`config.mk`:
```
export PLATFORM = sky130hd
export DESIGN_NAME = dbl_lut_unit
export DESIGN_NICKNAME = d
export VERILOG_FILES = /design/src/rtl/dbl_pkg.sv /design/src/rtl/dbl_decode.sv /design/src/rtl/dbl_table_pick.sv /design/src/rtl/dbl_lane_array.sv /design/src/rtl/dbl_lut_unit.sv
export SDC_FILE = /design/constraint.sdc
export NUM_CORES = 1
export LEC_CHECK = 0
export CORE_MARGIN = 5
export CORE_UTILIZATION = 37
export CTS_BUF_LIST = sky130_fd_sc_hd__clkbuf_8
export DETAILED_ROUTE_END_ITERATION = 10
export PLACE_DENSITY = 0.83
export SETUP_SLACK_MARGIN = 0.4
export SYNTH_ARGS = -nofsm -noshare
export SYNTH_HDL_FRONTEND = slang
export SYNTH_SLANG_ARGS = --single-unit
```
`constraint.sdc`:
```
create_clock -name clk -period 1 [get_ports clk]
set_input_delay 0.15 -clock clk [delete_from_list [all_inputs] [get_ports clk]]
set_output_delay 0.15 -clock clk [all_outputs]
set_load 0.01 [all_outputs]
```
`src/rtl/dbl_pkg.sv`:
```
package dbl_pkg;
   localparam int INSTR_W   = 32;
   localparam int REG_IDX_W = 5;
   localparam int PRIM_W    = 6;
   localparam int EXT_W     = 5;
   localparam int IDX_BITS  = 2;
   localparam int TBL_W     = 1 << IDX_BITS;
   localparam int N_HALVES  = 2;

   // Fields listed from instruction bit 31 down to bit 0.
   typedef struct packed {
      logic [PRIM_W-1:0]    prim;
      logic [REG_IDX_W-1:0] rt;
      logic [REG_IDX_W-1:0] ra;
      logic [REG_IDX_W-1:0] rb;
      logic [REG_IDX_W-1:0] rc;
      logic                 half;
      logic [EXT_W-1:0]     ext;
   } dbl_fields_t;
endpackage

```
`src/rtl/dbl_decode.sv`:
```
module dbl_decode
   import dbl_pkg::*;
#(
   parameter logic [PRIM_W-1:0] PRIM_OPC = 6'd22,
   parameter logic [EXT_W-1:0]  EXT_OPC  = 5'd11
) (
   input  logic [INSTR_W-1:0] instr,
   output dbl_fields_t        fields,
   output logic               op_match
);
   generate
      if ($bits(dbl_fields_t) != INSTR_W) begin : g_bad_layout
         $error("dbl_decode: field layout does not fill the instruction word");
      end
   endgenerate

   logic prim_hit;
   logic ext_hit;

   always_comb begin
      fields   = dbl_fields_t'(instr);
      prim_hit = (fields.prim == PRIM_OPC);
      ext_hit  = (fields.ext == EXT_OPC);
      op_match = prim_hit & ext_hit;
   end
endmodule

```
`src/rtl/dbl_table_pick.sv`:
```
module dbl_table_pick
   import dbl_pkg::*;
#(
   parameter int XLEN = 64
) (
   input  logic [XLEN-1:0]  tbl_src,
   input  logic             half_sel,
   output logic [TBL_W-1:0] table_out
);
   localparam int SPAN_W = N_HALVES * TBL_W;
   localparam int SHW    = $clog2(SPAN_W);

   generate
      if (XLEN < SPAN_W) begin : g_bad_width
         $error("dbl_table_pick: register narrower than both table halves");
      end
   endgenerate

   logic [SHW-1:0]  shamt;
   logic [XLEN-1:0] shifted;

   always_comb begin
      shamt     = half_sel ? SHW'(TBL_W) : '0;
      shifted   = tbl_src >> shamt;
      table_out = shifted[TBL_W-1:0];
   end
endmodule

```
`src/rtl/dbl_lane_array.sv`:
```
module dbl_lane_array
   import dbl_pkg::*;
#(
   parameter int XLEN      = 64,
   parameter int LANE_IMPL = 0   // 0: indexed select, 1: sum of products
) (
   input  logic [XLEN-1:0]  in_a,
   input  logic [XLEN-1:0]  in_b,
   input  logic [TBL_W-1:0] table_in,
   output logic [XLEN-1:0]  lanes_out
);
   generate
      if (LANE_IMPL != 0 && LANE_IMPL != 1) begin : g_bad_impl
         $error("dbl_lane_array: LANE_IMPL must be 0 or 1");
      end
      if (IDX_BITS != 2) begin : g_bad_idx
         $error("dbl_lane_array: lane logic is built for two inputs");
      end

      for (genvar i = 0; i < XLEN; i++) begin : g_lane
         if (LANE_IMPL == 0) begin : g_idx
            logic [IDX_BITS-1:0] k;
            always_comb begin
               k            = {in_a[i], in_b[i]};
               lanes_out[i] = table_in[k];
            end
         end else begin : g_sop
            always_comb begin
               lanes_out[i] = (~in_a[i] & ~in_b[i] & table_in[0])
                            | (~in_a[i] &  in_b[i] & table_in[1])
                            | ( in_a[i] & ~in_b[i] & table_in[2])
                            | ( in_a[i] &  in_b[i] & table_in[3]);
            end
         end
      end
   endgenerate
endmodule

```
`src/rtl/dbl_lut_unit.sv`:
```
module dbl_lut_unit
   import dbl_pkg::*;
#(
   parameter int                XLEN      = 64,
   parameter int                LANE_IMPL = 0,
   parameter logic [PRIM_W-1:0] PRIM_OPC  = 6'd22,
   parameter logic [EXT_W-1:0]  EXT_OPC   = 5'd11
) (
   input  logic                 clk,
   input  logic                 rst_n,
   input  logic                 issue_valid,
   input  logic [INSTR_W-1:0]   issue_instr,
   output logic [REG_IDX_W-1:0] src_ra_idx,
   output logic [REG_IDX_W-1:0] src_rb_idx,
   output logic [REG_IDX_W-1:0] src_rc_idx,
   input  logic [XLEN-1:0]      opnd_ra,
   input  logic [XLEN-1:0]      opnd_rb,
   input  logic [XLEN-1:0]      opnd_rc,
   output logic                 res_valid,
   output logic                 res_wen,
   output logic [REG_IDX_W-1:0] res_dest,
   output logic [XLEN-1:0]      res_data
);
   generate
      if (XLEN < 1) begin : g_bad_xlen
         $error("dbl_lut_unit: XLEN must be positive");
      end
   endgenerate

   dbl_fields_t      fld;
   logic             op_match;
   logic [TBL_W-1:0] tbl;
   logic [XLEN-1:0]  lane_res;

   dbl_decode #(
      .PRIM_OPC (PRIM_OPC),
      .EXT_OPC  (EXT_OPC)
   ) u_decode (
      .instr    (issue_instr),
      .fields   (fld),
      .op_match (op_match)
   );

   assign src_ra_idx = fld.ra;
   assign src_rb_idx = fld.rb;
   assign src_rc_idx = fld.rc;

   dbl_table_pick #(
      .XLEN      (XLEN)
   ) u_pick (
      .tbl_src   (opnd_rc),
      .half_sel  (fld.half),
      .table_out (tbl)
   );

   dbl_lane_array #(
      .XLEN      (XLEN),
      .LANE_IMPL (LANE_IMPL)
   ) u_lanes (
      .in_a      (opnd_ra),
      .in_b      (opnd_rb),
      .table_in  (tbl),
      .lanes_out (lane_res)
   );

   always_ff @(posedge clk or negedge rst_n) begin
      if (!rst_n) begin
         res_valid <= 1'b0;
         res_wen   <= 1'b0;
         res_dest  <= '0;
         res_data  <= '0;
      end else begin
         res_valid <= issue_valid;
         res_wen   <= issue_valid & op_match;
         if (issue_valid) begin
            res_dest <= fld.rt;
            res_data <= lane_res;
         end
      end
   end
endmodule

```
==> results of run 1 <==
==> Yosys cell counts <==
library cell	count
buf_4	15
dfrtp_1	71
mux4_2	60
buf_6	12
nand4bb_1	2
mux4_1	4
nor3_1	1
mux2_4	64
buf_2	14
nand4b_1	1
mux2_2	9
clkbuf_1	6
==> metrics by stage <==
stage               hold WS [ns]  setup slack [ns]  power (mW)
finish                   -0.2225           -0.4759       11.18
global route             -0.1952           -0.4647       11.64
CTS                      -0.1985           -0.4420       10.97
detailed placement        0.1992            -1.217       7.768
global placement          0.1902            -1.169       7.666
floorplan                -0.1456           -0.4571       5.523
==> area by class of cell <==
class | count | share of cell area
Clock buffer | 14 | 0.02315
Clock inverter | 2 | 0.004209
Multi-Input combinational cell | 141 | 0.3092
Sequential cell | 71 | 0.2134
Tap cell | 172 | 0.02585
Timing Repair Buffer | 335 | 0.4242
==> cells by family after synthesis <==
family | after synthesis | share of synthesized area
and+or+nand+nor | 4 | 0.007765
muxes | 137 | 0.5391
buffers and inverters | 47 | 0.07284
DFF | 71 | 0.3803
==> layer usage <==
metal	vias to the layer above	wire, um
met4	0	537
met5	-	0
met2	209	10020
met1	1992	6089
li1	1618	-
met3	48	1204
==> final timing paths <==
| kind | from | end | slack [ns] | depth (start not counted) |
|---|---|---|---|---|
| max in group asynchronous | rst_n | res_data[50] | 0.87 | 2 |
| hold / removal | rst_n | res_data[11] | -0.22 | 2 |
| hold reg to reg | res_data[9] | res_data[9] | 0.52 | 1 |
| min in group clk | issue_instr[26] | res_wen | 0.07 | 3 |
| setup / recovery | issue_instr[5] | res_data[41] | -0.48 | 7 |
| setup reg to reg | res_data[50] | res_data[50] | -0.04 | 3 |
==> sequential cells by signal, indices dropped and copies added, names as in the netlist <==
| signal | cells |
|---|---|
| res_data | 64 |
| res_wen | 1 |
| res_valid | 1 |
| res_dest | 5 |
==> critical path, delay by kind of cell <==
family                 cells  cell delay, ns
multiplexers               3            1.07
buffers and inverters      4            0.49
==> power breakdown <==
part,internal (mW),total (mW),switching [mW]
clock,1.49,2.64,1.14
sequential,3.35,3.67,0.327
combinational,3.26,4.87,1.61
==> what timing repair did <==
item,4_1_cts,5_1_grt
gates resized for setup,380,22
endpoints found under the setup margin,141,141
pin swaps,2,2
cloned,20,0
endpoints found under the hold margin,71,71
buffers inserted,38,14
==> flow_metrics.tcl, run 1 <==
set metrics [dict create \
    timing.fmax_mhz 677.6 \
    drt_pass1_iterations 4 \
    slew_headroom 0.7311 \
    tightest_slew_ns 0.4033 \
    finalSetupViolations 134 \
    dieArea_um2 14970 \
    final_max_slew_viol_count 0 \
    cts_tree "yes" \
    synth_area_leaders "dfrtp_1 (38%), mux4_2 (29%), mux2_4 (21%)" \
    max-vdd-ir-drop_v 0.0005867 \
    p_per_area_nw_per_um2 1343 \
    area_growth_pct 78.17 \
    hold_violations 71 \
    fin_crit_sh 1.476 \
    clk_pin_slew_worst_paths_ns 0.08 \
    slowest_delay_ns 0.47 \
    routabilityCongestion 0.7557 \
    grt_pass1_wl_um 26200 \
    dp_hpwl_um 10330 \
    failed_checks "hold timing, setup timing" \
    synthCells 259 \
    cts_sinks 71 \
    hold_ws_ns -0.2225 \
    utilization 0.6650 \
    status "complete, but fails checks" \
    final_cell_area_um2 8324 \
    avgSynthCellArea_um2 18.04 \
    critPathRequiredTime_ns 1.24 \
    fin_tns_setup_ns -30.86 \
    met2_usage 0.4565 \
    diodes 0 \
    fin_cells 735 \
    antenna_found_initial 0 \
    route.detailed.drc 0 \
    drive_gt1_frac 0.6075 \
    crit_path_end_kind "flip-flop" \
    rsz0062_at_grt "true" \
    final_common_cell "clkdlybuf4s50_1" \
    crit_fanout 17 \
    slowest_stage "mux4_2" \
    power.leakage_nw 3.744 \
    first_iter_violations 187 \
    clock-root-buffer "clkbuf_8" \
    seq_area_um2 1777 \
    fillers 929 \
    die_x_um 122.4 \
    drv_cap 0 \
    grt_pass1_vias 4452 \
    synth-seq-area-share 0.3803 \
    fin_nets 785 \
    start_util 0.3733 \
    wl_per_cell_um 24.28 \
    period_needed_ns 1.476 \
    yosys.area.top_type_share 0.3803 \
    multiInputGateArea_um2 2574 \
    portBuffers 226 \
    drt_wl_total_um 17850 \
    worstSkewPairLatency_ns 0.35 \
    busiest_layer "met2" \
    cp_data_arrival_time_ns 1.71 \
    setup_ws_ns -0.4759 \
    fp.dieH_um 122.4 \
    synth.distinct_cells 12 \
    path_cells "buf_8 > mux2_4 > buf_6 > buf_6 > buf_12 > mux4_2 > mux2_4" \
    avgViaCountPerCell 5.261 \
    cts_made_buffers 9 \
    synth_warnings 0 \
    synth_area_leader_cell "dfrtp_1" \
    ys_ff_latch 71 \
    syn-num-nets 486 \
    synthesis.area_um2 4672 \
    grt_overflow_total 0 \
    io_pins 313 \
    dpl-instance-area_um2 7232 \
    grt_use_met1 0.2489 \
    h-tree-depth 3 \
    grt_util_all_layers 0.2379 \
    core-area_um2 12520 \
    hold_path_class "primary input to asynchronous set/reset pin" \
    final_cell_mix "clkdlybuf4s50_1 (133), mux2_4 (73), dfrtp_1 (71)" \
    std_cell_rows 41 \
    ant_nets 0 \
    vias 3867 \
    clockBufferDepth 2 \
    grtUsageMet3 0.05069 \
    start_kind "primary input" \
    skew_ns 0 \
    path_class "primary input to flip-flop" \
    grt_max_degree 72 \
    place_inst 647 \
]
Power figures use the tool's default switching activity.
==> run 2: changes to the inputs <==
--- a/config.mk
+++ b/config.mk
@@ -5,11 +5,12 @@
 export SDC_FILE = /design/constraint.sdc
 export NUM_CORES = 1
 export LEC_CHECK = 0
+export CAP_MARGIN = 25
 export CORE_MARGIN = 5
 export CORE_UTILIZATION = 37
 export CTS_BUF_LIST = sky130_fd_sc_hd__clkbuf_8
 export DETAILED_ROUTE_END_ITERATION = 10
-export PLACE_DENSITY = 0.83
+export PLACE_DENSITY = 0.91
 export SETUP_SLACK_MARGIN = 0.4
 export SYNTH_ARGS = -nofsm -noshare
 export SYNTH_HDL_FRONTEND = slang
==> constraint.sdc (replaced) <==
create_clock -name clk -period 1.43 [get_ports clk]
set_input_delay 0.2145 -clock clk [delete_from_list [all_inputs] [get_ports clk]]
set_output_delay 0.2145 -clock clk [all_outputs]
set_load 0.01 [all_outputs]
==> run 2 against run 1 <==
  * The run ends with setup timing left
  * Sequential share of layout area shrank 0.53 points
  * Die area is the same
  * Clock power shrank 32%
  * Largest power group unchanged
==> flow_metrics.tcl, run 2 (synthesized netlist as in run 1, its figures left out) <==
set metrics [dict create \
    antenna_found_initial 0 \
    max-vdd-ir-drop_v 0.0004749 \
    dp_hpwl_um 10400 \
    crit_fanout 5 \
    cpMostUsedCell "buf_12" \
    drive_gt1_frac 0.6163 \
    skew_ns 0 \
    critPathRequiredTime_ns 1.66 \
    worstSkewPairLatency_ns 0.34 \
    final_cell_mix "clkdlybuf4s50_1 (144), dfrtp_1 (71), mux2_4 (68)" \
    fin_crit_sh 1.107 \
    setup_ws_ns -0.1537 \
    slowest_delay_ns 0.47 \
    power.leakage_nw 3.796 \
    vias 3947 \
    finalSetupViolations 64 \
    slew_headroom 0.7842 \
    hold_path_class "primary input to flip-flop" \
    period_needed_ns 1.584 \
    cts_tree "yes" \
    grt_overflow_total 0 \
    clk_pin_slew_worst_paths_ns 0.08 \
    start_kind "primary input" \
    hold_violations 0 \
    io_pins 313 \
    largest_registers "res_data (64), res_dest (5)" \
    dieArea_um2 14970 \
    path_cells "buf_12 > mux2_4 > buf_12 > buf_8 > buf_12 > mux4_2 > mux2_4" \
    crit_path_end_kind "flip-flop" \
    grt_pass1_vias 4499 \
    top_register "res_data" \
    clock-root-buffer "clkbuf_8" \
    final_max_slew_viol_count 0 \
    cts_made_buffers 9 \
    h-tree-depth 3 \
    die_x_um 122.4 \
    drt_wl_total_um 18500 \
    grt_pass1_wl_um 26540 \
    status "complete, but fails checks" \
    std_cell_rows 41 \
    grt_max_degree 38 \
    cp_data_arrival_time_ns 1.81 \
    wl_per_cell_um 24.73 \
    final_common_cell "clkdlybuf4s50_1" \
    drt_pass1_iterations 4 \
    cpLargestDelayFamily "multiplexers" \
    avgViaCountPerCell 5.277 \
    drv_cap 0 \
    ant_nets 0 \
    start_util 0.3733 \
    first_iter_violations 234 \
    place_ws_ns -0.8706 \
    rsz0062_at_grt "true" \
    area_growth_pct 82.73 \
    worst-path-buf-inv 4 \
    tightest_slew_ns 0.3238 \
    portBuffers 226 \
    route.detailed.drc 0 \
    clockBufferDepth 2 \
    failed_checks "setup timing" \
    path_class "primary input to flip-flop" \
    core-area_um2 12520 \
    fin_nets 799 \
    p_per_area_nw_per_um2 930.6 \
    diodes 0 \
    grt_util_all_layers 0.2426 \
    fp.dieH_um 122.4 \
    routabilityCongestion 0.7754 \
    timing.fmax_mhz 631.4 \
    largest_reg_flops 64 \
    cts_sinks 71 \
    slowest_stage "mux4_2" \
    power_mw 7.945 \
]
[run 2: cell types whose count changed in the layout (fill, tap and decap cells not counted), moves of 2 or more]
cell             delta
buf_12              +5
mux2_2              +5
clkbuf_8            -4
buf_16              +6
buf_6               -7
dlymetal6s2s_1      -4
clkdlybuf4s15_1     -2
clkdlybuf4s50_1    +11
buf_4               +7
buf_2               +5
dlygate4sd2_1       -7
mux2_4              -5
[run 2: per-stage QoR]
stage                 util  setup TNS, ns  cell area, um^2  instances  hold slack [ns]
finish              0.6820         -7.800             8537        748           0.2885
detailed placement  0.5624         -53.46             7039        623           0.1274
global placement    0.5624         -50.22             7039        623           0.1243
global route        0.6820         -7.726             8537        748           0.2741
floorplan                -         -5.504             4676        259         -0.08109
CTS                 0.6631         -5.431             8300        725           0.2678
[run 2: worst paths after layout]
path | cells after the start | to | slack [ns] | start
worst max-delay path | 7 | res_data[59] | -0.15 | issue_instr[5]
worst min-delay path | 2 | res_valid | 0.29 | issue_valid
worst max register to register | 3 | res_data[0] | 0.37 | res_data[0]
worst min register to register | 1 | res_data[18] | 0.51 | res_data[18]
max in group asynchronous | 3 | res_data[17] | 0.56 | rst_n
min in group asynchronous | 2 | res_dest[4] | 0.34 | rst_n
[run 2: area by class of cell]
cell class / instances / area [um^2]
fill: 867 / 3980
timing repair buffer: 349 / 3779
multi-input combinational: 141 / 2555
sequential: 71 / 1777
tap: 172 / 215.2
clock buffer: 10 / 137.6
clock inverter: 5 / 73.82
[run 2: layer usage]
metal,track usage,up-vias,share of wire
met4,0.1015,0,0.041
met5,0,-,0
met1,0.2648,1991,0.34
met2,0.4524,244,0.54
li1,-,1655,-
met3,0.05207,57,0.077
[run 2: repair_timing]
| item | CTS | global route |
|---|---|---|
| gates resized for setup | 391 | 11 |
| buffers inserted | 60 | 23 |
| endpoints found under the hold margin | 20 | 0 |
| endpoints found under the setup margin | 135 | 135 |
| hold buffers | 1 | 0 |
| cloned | 26 | 0 |
[run 2: power breakdown]
group	total, mW	switching (mW)	internal [mW]
registers	2.57	0.224	2.34
clock network	1.79	0.778	1.01
logic	3.59	1.19	2.40
total	7.94	2.19	5.76
